### config.mk
export PLATFORM = sky130hd
export DESIGN_NAME = digest_cmp
export DESIGN_NICKNAME = d
export VERILOG_FILES = /design/src/rtl/dcmp_pkg.sv /design/src/rtl/digest_cmp_ctr.sv /design/src/rtl/digest_cmp_sel.sv /design/src/rtl/digest_cmp_fsm.sv /design/src/rtl/digest_cmp.sv
export SDC_FILE = /design/constraint.sdc
export NUM_CORES = 1
export LEC_CHECK = 0
export CORE_AREA = 2 2 202 204
export DETAILED_ROUTE_END_ITERATION = 16
export DIE_AREA = 0 0 204 206
export GPL_ROUTABILITY_DRIVEN = 0
export PLACE_DENSITY_LB_ADDON = 0.15
export SETUP_SLACK_MARGIN = 0.02
export SLEW_MARGIN = 20
export SYNTH_ARGS = -nofsm -noshare
export SYNTH_HDL_FRONTEND = slang
export SYNTH_SLANG_ARGS = --single-unit
### constraint.sdc
create_clock -name clk_i -period 2.15 [get_ports clk_i]
set_input_delay 0.43 -clock clk_i [delete_from_list [all_inputs] [get_ports clk_i]]
set_output_delay 0.43 -clock clk_i [all_outputs]
set_load 0.01 [all_outputs]
### src/rtl/dcmp_pkg.sv
package dcmp_pkg;
  localparam int unsigned WORD_W    = 32;
  localparam int unsigned NUM_WORDS = 8;

  // sparse encoding, pairwise Hamming distance >= 3
  typedef enum logic [5:0] {
    ST_WAIT = 6'b001011,
    ST_CMP  = 6'b110001,
    ST_DONE = 6'b101110,
    ST_BAD  = 6'b010100
  } dcmp_state_e;
endpackage

### src/rtl/digest_cmp_ctr.sv
module digest_cmp_ctr #(
  parameter int unsigned CNT_W = 3
) (
  input  logic             clk_i,
  input  logic             rst_ni,
  input  logic             incr_i,
  output logic [CNT_W-1:0] cnt_o,
  output logic             err_o
);
  logic [CNT_W-1:0] cnt_a_q;
  logic [CNT_W-1:0] cnt_b_q;  // holds inverted count

  always_ff @(posedge clk_i or negedge rst_ni) begin
    if (!rst_ni) cnt_a_q <= '0;
    else if (incr_i) cnt_a_q <= cnt_a_q + 1'b1;
  end

  always_ff @(posedge clk_i or negedge rst_ni) begin
    if (!rst_ni) cnt_b_q <= '1;
    else if (incr_i) cnt_b_q <= cnt_b_q - 1'b1;
  end

  assign cnt_o = cnt_a_q;
  assign err_o = (cnt_a_q != ~cnt_b_q);
endmodule

### src/rtl/digest_cmp_sel.sv
module digest_cmp_sel #(
  parameter int unsigned WORD_W    = 32,
  parameter int unsigned NUM_WORDS = 8,
  parameter int unsigned IDX_W     = 3
) (
  input  logic [NUM_WORDS*WORD_W-1:0] a_i,
  input  logic [NUM_WORDS*WORD_W-1:0] b_i,
  input  logic [IDX_W-1:0]            idx_i,
  output logic                        eq_o
);
  logic [NUM_WORDS-1:0] eq_vec;

  for (genvar i = 0; i < NUM_WORDS; i++) begin : g_word
    assign eq_vec[i] = (a_i[i*WORD_W +: WORD_W] == b_i[i*WORD_W +: WORD_W]);
  end

  always_comb begin
    eq_o = 1'b0;
    for (int i = 0; i < NUM_WORDS; i++) begin
      if (idx_i == IDX_W'(i)) eq_o = eq_vec[i];
    end
  end
endmodule

### src/rtl/digest_cmp_fsm.sv
module digest_cmp_fsm
  import dcmp_pkg::*;
#(
  parameter int unsigned NUM_WORDS = 8,
  parameter int unsigned IDX_W     = 3
) (
  input  logic             clk_i,
  input  logic             rst_ni,
  input  logic             start_i,
  input  logic [IDX_W-1:0] cnt_i,
  input  logic             fault_i,
  output logic             incr_o,
  output logic             acc_clr_o,
  output logic             acc_en_o,
  output logic             busy_o,
  output logic             done_o,
  output logic             err_o
);
  localparam logic [IDX_W-1:0] LAST = IDX_W'(NUM_WORDS - 1);

  dcmp_state_e state_q, state_d;
  logic        seq_err;

  always_comb begin
    state_d   = state_q;
    incr_o    = 1'b0;
    acc_clr_o = 1'b0;
    acc_en_o  = 1'b0;
    seq_err   = 1'b0;
    unique case (state_q)
      ST_WAIT: begin
        if (cnt_i != '0) seq_err = 1'b1;
        if (start_i) begin
          state_d   = ST_CMP;
          acc_clr_o = 1'b1;
        end
      end
      ST_CMP: begin
        acc_en_o = 1'b1;
        if (start_i) seq_err = 1'b1;
        if (cnt_i == LAST) state_d = ST_DONE;
        else               incr_o  = 1'b1;
      end
      ST_DONE: begin
        if (start_i)       seq_err = 1'b1;
        if (cnt_i != LAST) seq_err = 1'b1;
      end
      ST_BAD: seq_err = 1'b1;
      default: seq_err = 1'b1;
    endcase
    if (seq_err || fault_i) begin
      state_d  = ST_BAD;
      incr_o   = 1'b0;
      acc_en_o = 1'b0;
    end
  end

  always_ff @(posedge clk_i or negedge rst_ni) begin
    if (!rst_ni) state_q <= ST_WAIT;
    else         state_q <= state_d;
  end

  assign busy_o = (state_q != ST_WAIT);
  assign done_o = (state_q == ST_DONE);
  assign err_o  = seq_err;

  // last word compared cleanly leads to done
  assert_cmp_to_done_R2: assert property (@(posedge clk_i) disable iff (!rst_ni)
    (state_q == ST_CMP && cnt_i == LAST && !start_i && !fault_i) |=> done_o);

  // nonzero index while waiting drives the machine into the invalid state
  assert_wait_idx_R6: assert property (@(posedge clk_i) disable iff (!rst_ni)
    (state_q == ST_WAIT && cnt_i != '0) |=> (state_q == ST_BAD));

  // wrong index after completion drives the machine into the invalid state
  assert_done_idx_R7: assert property (@(posedge clk_i) disable iff (!rst_ni)
    (state_q == ST_DONE && cnt_i != LAST) |=> (state_q == ST_BAD));
endmodule

### src/rtl/digest_cmp.sv
module digest_cmp
  import dcmp_pkg::*;
#(
  parameter int unsigned WORD_W    = dcmp_pkg::WORD_W,
  parameter int unsigned NUM_WORDS = dcmp_pkg::NUM_WORDS
) (
  input  logic                        clk_i,
  input  logic                        rst_ni,
  input  logic                        start_i,
  input  logic [NUM_WORDS*WORD_W-1:0] calc_digest_i,
  input  logic [NUM_WORDS*WORD_W-1:0] exp_digest_i,
  output logic                        done_o,
  output logic                        match_o,
  output logic                        alert_o
);
  localparam int unsigned IDX_W = (NUM_WORDS > 1) ? $clog2(NUM_WORDS) : 1;

  logic [IDX_W-1:0] idx;
  logic             ctr_err, fsm_err;
  logic             incr, acc_clr, acc_en, busy, word_eq;
  logic             acc_q, alert_q;

  digest_cmp_ctr #(.CNT_W(IDX_W)) u_ctr (
    .clk_i  (clk_i),
    .rst_ni (rst_ni),
    .incr_i (incr),
    .cnt_o  (idx),
    .err_o  (ctr_err)
  );

  digest_cmp_sel #(
    .WORD_W    (WORD_W),
    .NUM_WORDS (NUM_WORDS),
    .IDX_W     (IDX_W)
  ) u_sel (
    .a_i   (calc_digest_i),
    .b_i   (exp_digest_i),
    .idx_i (idx),
    .eq_o  (word_eq)
  );

  digest_cmp_fsm #(
    .NUM_WORDS (NUM_WORDS),
    .IDX_W     (IDX_W)
  ) u_fsm (
    .clk_i     (clk_i),
    .rst_ni    (rst_ni),
    .start_i   (start_i),
    .cnt_i     (idx),
    .fault_i   (ctr_err),
    .incr_o    (incr),
    .acc_clr_o (acc_clr),
    .acc_en_o  (acc_en),
    .busy_o    (busy),
    .done_o    (done_o),
    .err_o     (fsm_err)
  );

  always_ff @(posedge clk_i or negedge rst_ni) begin
    if (!rst_ni)      acc_q <= 1'b0;
    else if (acc_clr) acc_q <= 1'b1;
    else if (acc_en)  acc_q <= acc_q & word_eq;
  end

  always_ff @(posedge clk_i or negedge rst_ni) begin
    if (!rst_ni) alert_q <= 1'b0;
    else         alert_q <= alert_q | fsm_err | ctr_err;
  end

  assign match_o = done_o & acc_q;
  assign alert_o = alert_q;

  // index copy mismatch raises the alert
  assert_ctr_pair_R4: assert property (@(posedge clk_i) disable iff (!rst_ni)
    ctr_err |=> alert_o);

  // start after a comparison has begun raises the alert
  assert_second_start_R5: assert property (@(posedge clk_i) disable iff (!rst_ni)
    (busy && start_i) |=> alert_o);

  // a fault withholds done
  assert_fault_no_done_R8: assert property (@(posedge clk_i) disable iff (!rst_ni)
    (fsm_err || ctr_err) |=> !done_o);

  // alert is sticky
  assert_alert_sticky_R9: assert property (@(posedge clk_i) disable iff (!rst_ni)
    alert_o |=> alert_o);
endmodule

==> reports/qor.csv, run 1 <==
stage,metric,value,unit
synth,Syn. warnings,0,
synth,"Top FF cell, synth",dfrtp_1,
global_routing,global route total overflow,0,
timing,RSZ-0062 raised after global routing,true,
placement,DP Cell Count,1512,
detailed_routing,Detailed Route WL,23000,um
critical_path,crit-path max cell delay,500,ps
timing,Max Fclk,455,MHz
timing,hold slack,432,ps
critical_path,Reg2Reg Capture Point,acc_q,
final_layout,Non-Filler Instances,1516,
cts,Clock Latency Late Sink,240,ps
pwr,pwr dens,209,mW/mm^2
critical_path,Setup crit end,acc_q,
final_layout,share of post-route cells with drive strength above 1,9.65,%
timing,Rel. slew slack,57.2,%
global_routing,vias in the first global route,5451,
final_layout,post-route cell area,0.0102,mm^2
critical_path,CP endpoint kind,flop,
cts,number of setup buffers added after CTS,0,
timing,Final min period,2200,ps
detailed_routing,Via-to-Cell Ratio,3.32,
critical_path,crit path from,exp_digest_i[14],
synth,Post-synth EDFFs,0,
timing,Final Hold Vio Count,0,
timing,clk_skew,0.760,ps
global_routing,first-pass GRT wire length,31500,um
global_routing,initial antenna violation count,0,
synth,cell taking the most area after synthesis,xor2_1,
timing,# setup viols final,1,
synth,post-synth top area share,35.7,%
final_layout,nets@finish,1507,
cts,TritonCTS clock tree,built,
hold_path,type of the most critical hold path,reg -> reg,
synth,Synth top cells by count,"xor2_1, xnor2_1, nor4_1",
detailed_routing,DRC viols,0,
critical_path,R2R cell count,9,
die,row count,74,
critical_path,"critical path, cell by cell",clkdlybuf4s50_1 > xor2_2 > nor4_4 > buf_4 > and4_1 > nand4_1 > o22ai_2 > buf_6 > o32ai_2 > a31oi_1,
critical_path,Worst Path Required,2260,ps
synth,count of cell types in the netlist,33,
outcome,violated checks,setup timing,
cts,clock-pin slew on the worst setup and hold paths,50,ps
critical_path,Reg2Reg Setup Slack,0,ps
placement,Post-DP HPWL,21700,um
synth,Seq cells post-synth,13,
cts,CTS Sinks,13,
critical_path,worst-path maximum fanout,1,
final_layout,ant diodes,0,
die,die width,204,um
timing,crit share post-route,102,%
pwr,Tot Pwr,2.13,mW
die,Ports,518,
cts,clk buf depth,2,
timing,Slew @ Worst Pin,640,ps
synth,synth top area cells,"xor2_1, xnor2_1, nor4_1",
cts,Num CTS Buffers,3,
synth,sequential cell area fraction in the yosys report,9.32,%
die,Die H,206,um
cts,CTS Root Cell,clkbuf_16,
die,initial core utilization,8.86,%
timing,final setup TNS,-49.8,ps
global_routing,pin count of the biggest net entering global routing,14,
global_routing,global-route usage over all layers,9.96,%
critical_path,Worst EP arrival,2310,ps
detailed_routing,routed via count,5031,
placement,I/O Buffers,517,
detailed_routing,initial DRC count,88,
timing,setup ws final,-49.8,ps
pwr,leak pwr,4.02,nW
critical_path,Slowest cell on crit path,clkdlybuf4s50_1,
critical_path,startpoint types,input port,
pwr,worst vdd ir,0.000274,V
critical_path,reg-to-reg critical path startpoint,u_ctr.cnt_o[0],
timing,final slew viol count,0,
synth,"Cell Area, Synth",0.00356,mm^2
detailed_routing,post-detailed-route count of antenna-violating nets,0,
synth,net count of the mapped netlist,945,
placement,post-place instance area,0.00970,mm^2
die,die footprint,0.0420,mm^2
synth,count of mapped cells out of synthesis,423,
synth,mean post-synth cell area,8.41,um^2
final_layout,Layout Area Growth over Synthesis,186,%
detailed_routing,drt wl/cell,15.2,um
critical_path,critical setup path kind,in -> reg,
placement,Place WS,-662,ps
final_layout,post-layout util,25.4,%
die,area of the core,0.0402,mm^2
synth,most frequent cell after synthesis,xor2_1,
flow_run,max cap viols,0,
outcome,status,"finished, violations left",
detailed_routing,DRT Pass-1 Iters,4,
cts,CTS H-tree lvls,1,
synth,ys async rst share,100,%
## final cells by class
class	instances	area [um^2]
Sequential cell	13	332
Multi-Input combinational cell	400	3490
Inverter	9	33.8
Clock buffer	4	78.8
Tap cell	532	666
Fill cell	4373	30000
Timing Repair Buffer	558	5590
## worst min path at each step
stage	cells past startpoint	slack [ps]	from	to
2_1_floorplan	0	130	rst_ni	acc_q
3_3_place_gp	1	430	u_fsm.state_q[2]	u_fsm.state_q[0]
3_5_place_dp	1	430	u_fsm.state_q[2]	u_fsm.state_q[0]
4_1_cts	1	430	u_fsm.state_q[2]	u_fsm.state_q[0]
5_1_grt	1	470	u_fsm.state_q[2]	u_fsm.state_q[0]
6_report	1	430	u_fsm.state_q[2]	u_fsm.state_q[0]
## per-layer routing
layer  part of all wire (%)  vias up  routed length (um)  global-route usage (%)
met2                     54      270               12500                    20.4
met4                   0.59        0                 135                    1.01
met3                    9.5        6                2180                    2.33
met5                      0        -                   0                       0
met1                     36     2166                8250                    10.4
li1                       -     2589                   -                       -
## cell usage in the layout, fill, tap and decap left out, drive strengths merged, types with 2 or more instances in the layout
cell           instances
clkdlybuf4s50        438
xor2                 145
xnor2                117
dlymetal6s2s          52
buf                   41
nor4                  39
nand4                 36
dlygate4sd2           14
clkdlybuf4s15         12
nor3                  11
inv                    9
dfrtp                  8
ha                     7
nand2                  6
o21ai                  6
dfstp                  5
nand3                  5
clkbuf                 5
nor2                   4
or3                    4
nand2b                 3
a21oi                  3
and2                   2
o22ai                  2
a211oi                 2
## state kept, by name, indices dropped and copies added (netlist names)
| signal | count |
|---|---|
| u_fsm.state_q | 5 |
| alert_o | 1 |
| acc_q | 1 |
| u_ctr.cnt_b_q | 3 |
| u_ctr.cnt_o | 3 |
## logic make-up (layout without fill, tap and decap cells)
family	after synthesis	count (layout)	share of synthesized area (%)
fa+ha+maj	7	7	2.46
xor+xnor	262	262	64.5
flops	13	13	9.32
compound gates	17	17	3.13
simple gates	114	114	19.5
buf+inv	10	571	1.09
## critical path, delay by kind of cell
kind	cells	cell delay (ps)
AOI/OAI and AO/OA	3	460
and+or+nand+nor	3	360
buffers and inverters	3	770
xor gates and xnor gates	1	280
## power breakdown
| group | switching [mW] | internal [mW] | leakage, nW |
|---|---|---|---|
| registers | 0 | 0.246 | 0.137 |
| clock network | 0.105 | 0.250 | 0.0382 |
| logic | 0.450 | 1.08 | 3.85 |
| total | 0.555 | 1.58 | 4.02 |
## repair_timing
item	CTS	global route
resized for setup	40	102
hold buffers	0	0
setup endpoints to repair	7	11
pin swaps	15	49
Power figures use the tool's default switching activity.
==> run 2: changes to the inputs <==
--- a/config.mk
+++ b/config.mk
@@ -5,6 +5,7 @@
 export SDC_FILE = /design/constraint.sdc
 export NUM_CORES = 1
 export LEC_CHECK = 0
+export CAP_MARGIN = 10
 export CORE_AREA = 2 2 202 204
 export DETAILED_ROUTE_END_ITERATION = 16
 export DIE_AREA = 0 0 204 206
==> results of run 2 <==
Final layout, timing and power as in run 1 (identical DEF).
